`src/rtl/tagdec_pkg.sv`:
```
// Shared types and the check-word step function for the tag decoder.
package tagdec_pkg;

    typedef enum logic [2:0] {
        FR_IDLE, FR_LEN, FR_PAY, FR_CRCL, FR_CRCH, FR_STOP
    } fr_state_t;

    typedef enum logic [1:0] {
        PS_TAG, PS_LEN, PS_VAL
    } ps_state_t;

    // One byte of the reflected x^16+x^15+x^2+1 CRC, LSB first.
    function automatic logic [15:0] crc16_step(input logic [15:0] c, input logic [7:0] d);
        logic [15:0] r;
        logic [7:0]  x;
        r = c;
        x = d;
        for (int i = 0; i < 8; i++) begin
            if ((r[0] ^ x[0]) == 1'b1) r = (r >> 1) ^ 16'hA001;
            else                       r = r >> 1;
            x = x >> 1;
        end
        return r;
    endfunction

endpackage

```
`src/rtl/tagdec_framer.sv`:
```
// Packet framer: reads count byte, payload and check word per packet,
// forwards payload bytes combinationally and records how decoding ends.
// Assumes the stream begins with a count byte after each start pulse.
module tagdec_framer #(
    parameter int PAGE_BYTES = 32
) (
    input  logic       clk,
    input  logic       rst_n,
    input  logic       start,
    input  logic       in_valid,
    input  logic [7:0] in_byte,
    output logic       pay_valid,
    output logic [7:0] pay_byte,
    output logic       crc_err,
    output logic       fmt_err,
    output logic       done
);
    import tagdec_pkg::*;

    localparam logic [7:0] MAX_LEN = 8'(PAGE_BYTES - 3);

    fr_state_t   st;
    logic [7:0]  remain;
    logic [15:0] crc;
    logic [7:0]  crc_lo;

    // Payload bytes pass straight to the parser.
    always_comb begin
        pay_valid = in_valid && (st == FR_PAY);
        pay_byte  = in_byte;
    end

    // Packet sequencing, check-word accumulation and end flags.
    always_ff @(posedge clk) begin
        if (!rst_n) begin
            st      <= FR_IDLE;
            remain  <= '0;
            crc     <= '0;
            crc_lo  <= '0;
            crc_err <= 1'b0;
            fmt_err <= 1'b0;
            done    <= 1'b0;
        end else if (start) begin
            st      <= FR_LEN;
            crc     <= '0;
            crc_err <= 1'b0;
            fmt_err <= 1'b0;
            done    <= 1'b0;
        end else if (in_valid) begin
            case (st)
                FR_LEN: begin
                    if (in_byte == 8'h00 || in_byte == 8'hFF) begin
                        st   <= FR_STOP;
                        done <= 1'b1;
                    end else if (in_byte > MAX_LEN) begin
                        st      <= FR_STOP;
                        fmt_err <= 1'b1;
                        done    <= 1'b1;
                    end else begin
                        remain <= in_byte;
                        crc    <= crc16_step(16'h0000, in_byte);
                        st     <= FR_PAY;
                    end
                end
                FR_PAY: begin
                    crc    <= crc16_step(crc, in_byte);
                    remain <= remain - 8'd1;
                    if (remain == 8'd1) st <= FR_CRCL;
                end
                FR_CRCL: begin
                    crc_lo <= in_byte;
                    st     <= FR_CRCH;
                end
                FR_CRCH: begin
                    if ({in_byte, crc_lo} == ~crc) begin
                        st <= FR_LEN;
                    end else begin
                        st      <= FR_STOP;
                        crc_err <= 1'b1;
                        done    <= 1'b1;
                    end
                end
                default: st <= st;
            endcase
        end
    end

    AST_PAYLOAD_BOUND: assert property (@(posedge clk) disable iff (!rst_n)
        (st == FR_PAY) |-> (remain >= 8'd1 && remain <= MAX_LEN));
    AST_ONE_ERROR: assert property (@(posedge clk) disable iff (!rst_n)
        $onehot0({crc_err, fmt_err}));
    AST_ERROR_ENDS: assert property (@(posedge clk) disable iff (!rst_n)
        (crc_err || fmt_err) |-> done);

endmodule

```
`src/rtl/tagdec_parser.sv`:
```
// Tag record parser: walks tag, length and value bytes of the joined
// payload, reports each value byte and assembles short values LSB first.
// Assumes pay_valid only for payload bytes; state persists across packets.
module tagdec_parser #(
    parameter int NUM_BYTES = 4
) (
    input  logic                   clk,
    input  logic                   rst_n,
    input  logic                   start,
    input  logic                   pay_valid,
    input  logic [7:0]             pay_byte,
    output logic                   val_valid,
    output logic [7:0]             val_byte,
    output logic [7:0]             val_idx,
    output logic [7:0]             rec_tag,
    output logic [7:0]             rec_len,
    output logic                   rec_end,
    output logic                   num_valid,
    output logic [8*NUM_BYTES-1:0] num_value
);
    import tagdec_pkg::*;

    localparam int         NUM_W   = 8 * NUM_BYTES;
    localparam logic [7:0] NUM_MAX = 8'(NUM_BYTES);

    ps_state_t        ps;
    logic [7:0]       cur_tag;
    logic [7:0]       cur_len;
    logic [7:0]       cnt;
    logic [NUM_W-1:0] acc;
    logic [NUM_W-1:0] acc_next;

    // Drop the incoming byte into its little-endian lane.
    for (genvar k = 0; k < NUM_BYTES; k++) begin : g_lane
        assign acc_next[8*k +: 8] = (cnt == 8'(k)) ? pay_byte : acc[8*k +: 8];
    end

    // Record state machine and registered outputs.
    always_ff @(posedge clk) begin
        if (!rst_n) begin
            ps        <= PS_TAG;
            cur_tag   <= '0;
            cur_len   <= '0;
            cnt       <= '0;
            acc       <= '0;
            val_valid <= 1'b0;
            val_byte  <= '0;
            val_idx   <= '0;
            rec_tag   <= '0;
            rec_len   <= '0;
            rec_end   <= 1'b0;
            num_valid <= 1'b0;
            num_value <= '0;
        end else begin
            val_valid <= 1'b0;
            rec_end   <= 1'b0;
            num_valid <= 1'b0;
            if (start) begin
                ps  <= PS_TAG;
                cnt <= '0;
                acc <= '0;
            end else if (pay_valid) begin
                case (ps)
                    PS_TAG: begin
                        cur_tag <= pay_byte;
                        ps      <= PS_LEN;
                    end
                    PS_LEN: begin
                        cur_len <= pay_byte;
                        cnt     <= '0;
                        acc     <= '0;
                        if (pay_byte == 8'd0) begin
                            rec_tag   <= cur_tag;
                            rec_len   <= 8'd0;
                            rec_end   <= 1'b1;
                            num_value <= '0;
                            ps        <= PS_TAG;
                        end else begin
                            ps <= PS_VAL;
                        end
                    end
                    PS_VAL: begin
                        val_valid <= 1'b1;
                        val_byte  <= pay_byte;
                        val_idx   <= cnt;
                        rec_tag   <= cur_tag;
                        rec_len   <= cur_len;
                        if (cnt == cur_len - 8'd1) begin
                            rec_end   <= 1'b1;
                            num_valid <= (cur_len <= NUM_MAX);
                            num_value <= (cur_len <= NUM_MAX) ? acc_next : '0;
                            ps        <= PS_TAG;
                        end else begin
                            cnt <= cnt + 8'd1;
                            acc <= acc_next;
                        end
                    end
                    default: ps <= PS_TAG;
                endcase
            end
        end
    end

    AST_IDX_IN_RANGE: assert property (@(posedge clk) disable iff (!rst_n)
        val_valid |-> (val_idx < rec_len));
    AST_NUM_SHORT_ONLY: assert property (@(posedge clk) disable iff (!rst_n)
        num_valid |-> (rec_end && rec_len >= 8'd1 && rec_len <= NUM_MAX));
    AST_LONG_NO_NUM: assert property (@(posedge clk) disable iff (!rst_n)
        (rec_end && rec_len > NUM_MAX) |-> (!num_valid && num_value == '0));

endmodule

```
`src/rtl/tagdec_top.sv`:
```
// Top of the paged tag record decoder: framer feeding the record parser.
// Assumes one stream byte per in_valid cycle and a start pulse per decode.
module tagdec_top #(
    parameter int PAGE_BYTES = 32,
    parameter int NUM_BYTES  = 4
) (
    input  logic                   clk,
    input  logic                   rst_n,
    input  logic                   start,
    input  logic                   in_valid,
    input  logic [7:0]             in_byte,
    output logic                   val_valid,
    output logic [7:0]             val_byte,
    output logic [7:0]             val_idx,
    output logic [7:0]             rec_tag,
    output logic [7:0]             rec_len,
    output logic                   rec_end,
    output logic                   num_valid,
    output logic [8*NUM_BYTES-1:0] num_value,
    output logic                   crc_err,
    output logic                   fmt_err,
    output logic                   done
);
    logic       pay_valid;
    logic [7:0] pay_byte;

    tagdec_framer #(.PAGE_BYTES(PAGE_BYTES)) u_framer (
        .clk(clk), .rst_n(rst_n), .start(start),
        .in_valid(in_valid), .in_byte(in_byte),
        .pay_valid(pay_valid), .pay_byte(pay_byte),
        .crc_err(crc_err), .fmt_err(fmt_err), .done(done)
    );

    tagdec_parser #(.NUM_BYTES(NUM_BYTES)) u_parser (
        .clk(clk), .rst_n(rst_n), .start(start),
        .pay_valid(pay_valid), .pay_byte(pay_byte),
        .val_valid(val_valid), .val_byte(val_byte), .val_idx(val_idx),
        .rec_tag(rec_tag), .rec_len(rec_len), .rec_end(rec_end),
        .num_valid(num_valid), .num_value(num_value)
    );

    AST_SILENT_AFTER_DONE: assert property (@(posedge clk) disable iff (!rst_n)
        done |-> (!val_valid && !rec_end));
    AST_DONE_HOLDS: assert property (@(posedge clk) disable iff (!rst_n)
        (done && !start) |=> done);

endmodule

```
`config.mk`:
```
export PLATFORM = sky130hd
export DESIGN_NAME = tagdec_top
export DESIGN_NICKNAME = d
export VERILOG_FILES = /design/src/rtl/tagdec_pkg.sv /design/src/rtl/tagdec_framer.sv /design/src/rtl/tagdec_parser.sv /design/src/rtl/tagdec_top.sv
export SDC_FILE = /design/constraint.sdc
export NUM_CORES = 1
export LEC_CHECK = 0
export CORE_ASPECT_RATIO = 1.5
export CORE_MARGIN = 2
export CORE_UTILIZATION = 64
export DETAILED_ROUTE_END_ITERATION = 8
export DONT_BUFFER_PORTS = 1
export PLACE_DENSITY_LB_ADDON = 0.1
export SYNTH_ARGS = -nofsm -noshare
export SYNTH_HDL_FRONTEND = slang
export SYNTH_SLANG_ARGS = --single-unit
```
`constraint.sdc`:
```
create_clock -name clk -period 3.7 [get_ports clk]
set_clock_uncertainty 0.2 [all_clocks]
set_input_delay 0.37 -clock clk [delete_from_list [all_inputs] [get_ports clk]]
set_output_delay 0.37 -clock clk [all_outputs]
set_load 0.02 [all_outputs]
```
==> run metrics, run 1 <==
post-synthesis net count 1043; initial cell density of the core 65.73%; final setup fails 0; DP Worst Slack 0.6119 ns; CTS tree done; fin area 0.008971 mm²; CTS resizes 0; post-synthesis cell area 0.008224 mm²; Worst-Margin Slew 1.151 ns; Tmin final 3.122 ns; Ports 82; die area 0.01379 mm²; largest cells by area after synthesis dfxtp_1, mux2i_1, nand2_1; worst-path fanout max 31; worst endpoint required time 3.85 ns; slew margin rel. 22.94%; register area share after synthesis 39.68%; Initial DRC Count 351; Max Buffers Root-to-Sink 2; Final Cycle Share 84.39%; total CTS buffers 17; count leader, synth nand2_1; Pint 2.998 mW; first-pass GRT wire length 32850 µm; H-tree depth 4; Worst Hold Class in -> reg; number of vias per cell 5.972; Final Hold Viols 0; buffers added on ports 0; fmax 0.3203 GHz; max-cap violations 0; pwr/cell area 431.7 mW/mm²; RSZ-0062 raised after global routing false; switch share 22.59%; WL final 20620 µm; async set-reset flop share out of synthesis 0%; Final WS setup 0.5776 ns; Commonest cells post-synth nand2_1, dfxtp_1, mux2i_1; Mean Syn Cell Area 8.143 µm²; layout cells sized above 1 5.746%; Congestion Overflow GR 0; Worst-Skew Late Latency 0.42 ns; clock-pin slew on the worst setup and hold paths 0.07 ns; Wirelength per Cell 17.96 µm; Gate Count Post-Synth 1010; peak supply drop 0.2818 mV; clock share of power 49.1%; CTS Sinks 163; leakage 3.594 nW; status completed; pin count of the biggest net entering global routing 67; number of synthesized register bits 163; chip width 96.56 µm; Placement Cell Area 0.008215 mm²; die height 142.8 µm; Yosys cell types 54; vias in the first global route 6672; switching power total 0.8749 mW; post-route ant nets 0; Synth top area share 39.68%; initial antenna violation count 0; Setup TNS 0 ns; GRT Util Overall 30.75%; routed via count 6856; routability cong. 0.8972; startpoint types flip-flop; Setup Crit Path Kind reg -> reg; combinational share of power 5.3%; Synthesis Warnings 0; Sequential Power Share 45.6%; DPL Wire Length 13190 µm; area grow syn2layout 9.083%; core area 0.01251 mm²; Yosys top cell by area dfxtp_1; CP arrival 3.27 ns; hold slack 0.02811 ns; fin. max-slew vios 0; DRC Markers 0; CTS root buffer clkbuf_16; Initial DRT Pass Iterations 5; Power, Total 3.873 mW; Diodes inserted 0; EDFF count, synth 0; Primary FF master, synth dfxtp_1; Layout Nets 1013; crit end category flip-flop; FP Rows 50
==> flip-flops by register name, indices dropped and copies added (netlist names), 8 cells and up <==
name                cells
u_parser.acc           32
u_parser.num_value     32
u_framer.crc           16
u_framer.crc_lo         8
u_framer.remain         8
u_parser.cnt            8
u_parser.cur_len        8
u_parser.cur_tag        8
u_parser.rec_len        8
u_parser.rec_tag        8
u_parser.val_byte       8
u_parser.val_idx        8
==> power by group through the flow <==
| stage | clock network, mW | registers [mW] | logic, mW |
|---|---|---|---|
| 2_1_floorplan | 0 | 1.80 | 0.162 |
| 3_3_place_gp | 0 | 1.81 | 0.164 |
| 3_5_place_dp | 0 | 1.81 | 0.170 |
| 4_1_cts | 1.92 | 1.77 | 0.201 |
| 5_1_grt | 1.99 | 1.77 | 0.222 |
| 6_report | 1.90 | 1.77 | 0.205 |
==> cells in the final DEF (no fill, tap or decap), types with 5 or more instances in the layout <==
| cell | synthesis | routed |
|---|---|---|
| nand2b_1 | 8 | 8 |
| xnor2_1 | 36 | 36 |
| a21o_1 | 5 | 5 |
| ha_1 | 21 | 21 |
| dfxtp_1 | 163 | 163 |
| nor2_1 | 71 | 70 |
| nand2_1 | 257 | 257 |
| nor4_1 | 5 | 5 |
| inv_1 | 23 | 22 |
| xor2_1 | 19 | 19 |
| nor3_1 | 6 | 6 |
| nand3_1 | 43 | 43 |
| o211ai_1 | 6 | 6 |
| buf_4 | 1 | 13 |
| o21ai_0 | 9 | 9 |
| a31oi_1 | 6 | 6 |
| mux2i_1 | 113 | 113 |
| nor2b_1 | 5 | 5 |
| a21oi_1 | 83 | 83 |
| dlygate4sd3_1 | 0 | 10 |
| nand4_1 | 8 | 8 |
| clkbuf_16 | 0 | 17 |
==> cell type report <==
cell class                      count  area [µm²]
Multi-Input combinational cell    751        4573
Fill cell                        1010        3541
Sequential cell                   163        3263
Clock buffer                       18       439.2
Timing Repair Buffer               24       217.7
Clock inverter                     13       196.4
Tap cell                          156       195.2
Inverter                           23       86.33
==> kinds of logic (layout without fill, tap and decap cells) <==
kind of cell / after synthesis / after routing / share of synthesized area (%)
simple gates: 424 / 424 / 21.91
buf+inv: 96 / 78 / 4.975
compound gates: 136 / 136 / 10.09
xor+xnor: 57 / 57 / 6.405
fa+ha+maj: 21 / 21 / 3.195
mux: 113 / 113 / 13.75
flops: 163 / 163 / 39.68
==> worst max-delay path: stages, from the launching register on <==
cell,delay [ns]
dfxtp_1,0.35
or3_4,0.42
or4_4,0.51
a2111oi_4,0.38
o311ai_1,0.27
o21ai_4,0.18
buf_4,0.47
mux2i_1,0.26
==> metrics by stage <==
step	instances	utilization, %
4_1_cts	1148	71.70
5_1_grt	1148	71.70
3_5_place_dp	1106	65.66
2_1_floorplan	1010	-
6_report	1148	71.70
3_3_place_gp	1106	65.66
==> path summary, 6_finish.rpt <==
| check | slack, ns | end | startpoint | depth (start not counted) |
|---|---|---|---|---|
| setup reg to reg | 0.58 | u_parser.acc[26]$_SDFFE_PP0P_ | u_parser.cur_len[0]$_SDFFE_PN0P_ | 7 |
| hold / removal | 0.03 | u_framer.remain[0]$_SDFFE_PN0P_ | in_byte[0] | 3 |
| setup / recovery | 0.58 | u_parser.acc[26]$_SDFFE_PP0P_ | u_parser.cur_len[0]$_SDFFE_PN0P_ | 7 |
| hold reg to reg | 0.26 | u_parser.rec_tag[2]$_SDFFE_PN0P_ | u_parser.cur_tag[2]$_SDFFE_PN0P_ | 2 |
==> timing repair <==
action,in CTS,in global routing
buffers inserted,0,0
hold buffers,11,0
endpoints found under the hold margin,80,0
==> per-layer routing <==
| metal | GRT usage [%] | wire, µm | up-vias |
|---|---|---|---|
| met4 | 11.42 | 545 | 0 |
| met3 | 7.704 | 1394 | 47 |
| met1 | 36.61 | 8165 | 3245 |
| met2 | 52.67 | 10510 | 227 |
| met5 | 0 | 0 | - |
| li1 | - | - | 3337 |
(Power assumes the default switching activity.)
==> inputs of run 2 (changes only) <==
--- a/config.mk
+++ b/config.mk
@@ -5,6 +5,7 @@
 export SDC_FILE = /design/constraint.sdc
 export NUM_CORES = 1
 export LEC_CHECK = 0
+export ABC_AREA = 1
 export CORE_ASPECT_RATIO = 1.5
 export CORE_MARGIN = 2
 export CORE_UTILIZATION = 64
==> constraint.sdc (replaced) <==
create_clock -name clk -period 3.2 [get_ports clk]
set_clock_uncertainty 0.2 [all_clocks]
set_input_delay 0.32 -clock clk [delete_from_list [all_inputs] [get_ports clk]]
set_output_delay 0.32 -clock clk [all_outputs]
set_load 0.02 [all_outputs]
==> run metrics, run 2 <==
status completed; commonest non-fill, non-tap cell in the layout nand2_1; total CTS buffers 17; CP arrival 3.03 ns; Initial DRT Pass Iterations 8; CTS tree done; Final Hold Viols 0; startpoint types input port; pin count of the biggest net entering global routing 67; Final Cycle Share 91.25%; final setup fails 0; initial antenna violation count 0; Setup Crit Path Kind in -> reg; Top Layer Used met4; initial cell density of the core 65.91%; die area 0.01444 mm²; Worst Hold Class in -> reg; Yosys cell types 44; fin. max-slew vios 0; crit end category flip-flop; H-tree depth 4; die height 146.2 µm; Worst-Skew Late Latency 0.43 ns; max-cap violations 0; met1 wire length 8747 µm; layout cells sized above 1 8.023%; Synthesis Warnings 0; peak supply drop 0.3417 mV; GRT Util Overall 31.18%; Setup TNS 0 ns; worst-path fanout max 9; Synth top area share 37.85%; Layout Nets 1229; clock-pin slew on the worst setup and hold paths 0.07 ns; routability cong. 0.8742; core area 0.01308 mm²; DRC Markers 0; FP Rows 51; Initial DRC Count 527; count leader, synth nand2_1; Ports 82; area grow syn2layout 7.299%; Primary FF master, synth dfxtp_1; RSZ-0062 raised after global routing false; met2 WL post-DR 11100 µm; vias in the first global route 7567; Wirelength per Cell 16.43 µm; met3 WL post-DR 1750 µm; largest cells by area after synthesis dfxtp_1, nand2_1, nor2_1; DPL Wire Length 14520 µm; post-synthesis cell area 0.008622 mm²; leakage 3.460 nW; worst endpoint required time 3.31 ns; buffers added on ports 0; register area share after synthesis 37.85%; slew margin rel. 55.71%; EDFF count, synth 0; async set-reset flop share out of synthesis 0%; WL final 22480 µm; Mean Syn Cell Area 7.033 µm²; Congestion Overflow GR 0; post-route ant nets 0; routed via count 8076; Tmin final 2.920 ns; CTS Sinks 163; number of vias per cell 5.904; top flop regs u_parser.acc (32), u_parser.num_value (32), u_framer.crc (16); Yosys top cell by area dfxtp_1; FILL cells 1146; dpl cells 1324; Layout Cells excl Fill 1368; number of synthesized register bits 163; Diodes inserted 0; Commonest cells post-synth nand2_1, nor2_1, dfxtp_1; Worst-Margin Slew 0.6634 ns; CTS root buffer clkbuf_16; pwr/cell area 470.4 mW/mm²; most frequent cells in the layout nand2_1, nor2_1, dfxtp_1; Gate Count Post-Synth 1226; Max Buffers Root-to-Sink 2; post-synthesis net count 1259; Reg2Reg Setup Slack 0.41 ns; chip width 98.77 µm; first-pass GRT wire length 37090 µm; fmax 0.3425 GHz
run 2: cell count changes in the layout (fill, tap and decap cells not counted), sizes merged, moves of 35 or more:
| cell | previous run | this run |
|---|---|---|
| nand3 | 43 | 100 |
| o21ai | 13 | 62 |
| nor2 | 71 | 186 |
| inv | 28 | 84 |
| mux2i | 113 | 0 |
| a211oi | 2 | 37 |
| a21oi | 83 | 129 |
run 2: what timing repair did:
action / in CTS / in global routing
hold endpoints to repair: 94 / 0
resized for setup: 0 / 0
setup buffers: 0 / 0
hold buffers: 12 / 0
run 2: power by group:
group | leakage, nW | switching [mW] | internal (mW) | total [mW]
combinational | 1.86 | 0.200 | 0.0963 | 0.296
sequential | 1.31 | 0.0129 | 2.04 | 2.05
clock | 0.289 | 0.959 | 1.05 | 2.00
total | 3.46 | 1.17 | 3.18 | 4.35
run 2: routing by layer:
metal,GRT usage [%],vias to the layer above
met4,13.42,0
met1,37.99,3680
met3,6.415,67
met2,52.80,345
li1,-,3984
met5,0,-
run 2: path summary, 6_finish.rpt:
kind                                    start                                to  depth (start not counted)
max                                in_byte[3]       u_framer.st[0]$_SDFFE_PN0P_                         10
max reg2reg       u_framer.st[1]$_SDFFE_PP0P_       u_framer.st[0]$_SDFFE_PN0P_                         12
min                                in_byte[7]     u_framer.crc[15]$_SDFFE_PP0P_                          3
min reg2reg  u_parser.cur_tag[5]$_SDFFE_PN0P_  u_parser.cur_tag[5]$_SDFFE_PN0P_                          2
run 2: logic make-up after synthesis:
family / after synthesis / share of synthesized area (%)
buf+inv: 163 / 8.750
flops: 163 / 37.85
fa+ha+maj: 21 / 3.047
compound gates: 241 / 15.79
xor+xnor: 34 / 3.541
simple gates: 604 / 31.03
run 2: worst max-delay path, cell delays in order:
cell and delay [ns]:
dlygate4sd3_1 0.73, inv_2 0.24, ha_1 0.25, nand4_1 0.16, nand2_1 0.07, nor2_1 0.31, nor2_1 0.10, nor3_1 0.20
a21oi_1 0.09, dlygate4sd3_1 0.56
run 2: layout make-up:
class,count,area (µm²),area share [%]
Timing Repair Buffer,33,295.3,3.192
Inverter,81,304.0,3.286
Sequential cell,163,3263,35.27
Clock inverter,15,157.7,1.704
Multi-Input combinational cell,900,4607,49.80
Clock buffer,17,425.4,4.598
Tap cell,159,198.9,2.150
run 2: through the flow:
step                cell area [µm²]  power [mW]  util, %  hold WS, ns  setup WS, ns
floorplan                      8622       2.309        -       0.2297        0.9746
global placement               8531       2.348    65.21       0.2421        0.6174
detailed placement             8531       2.351    65.21       0.2497        0.5620
CTS                            9251       4.372    70.72     0.002110        0.3402
global route                   9251       4.489    70.72      0.02263        0.1503
finish                         9251       4.352    70.72      0.01401        0.2800
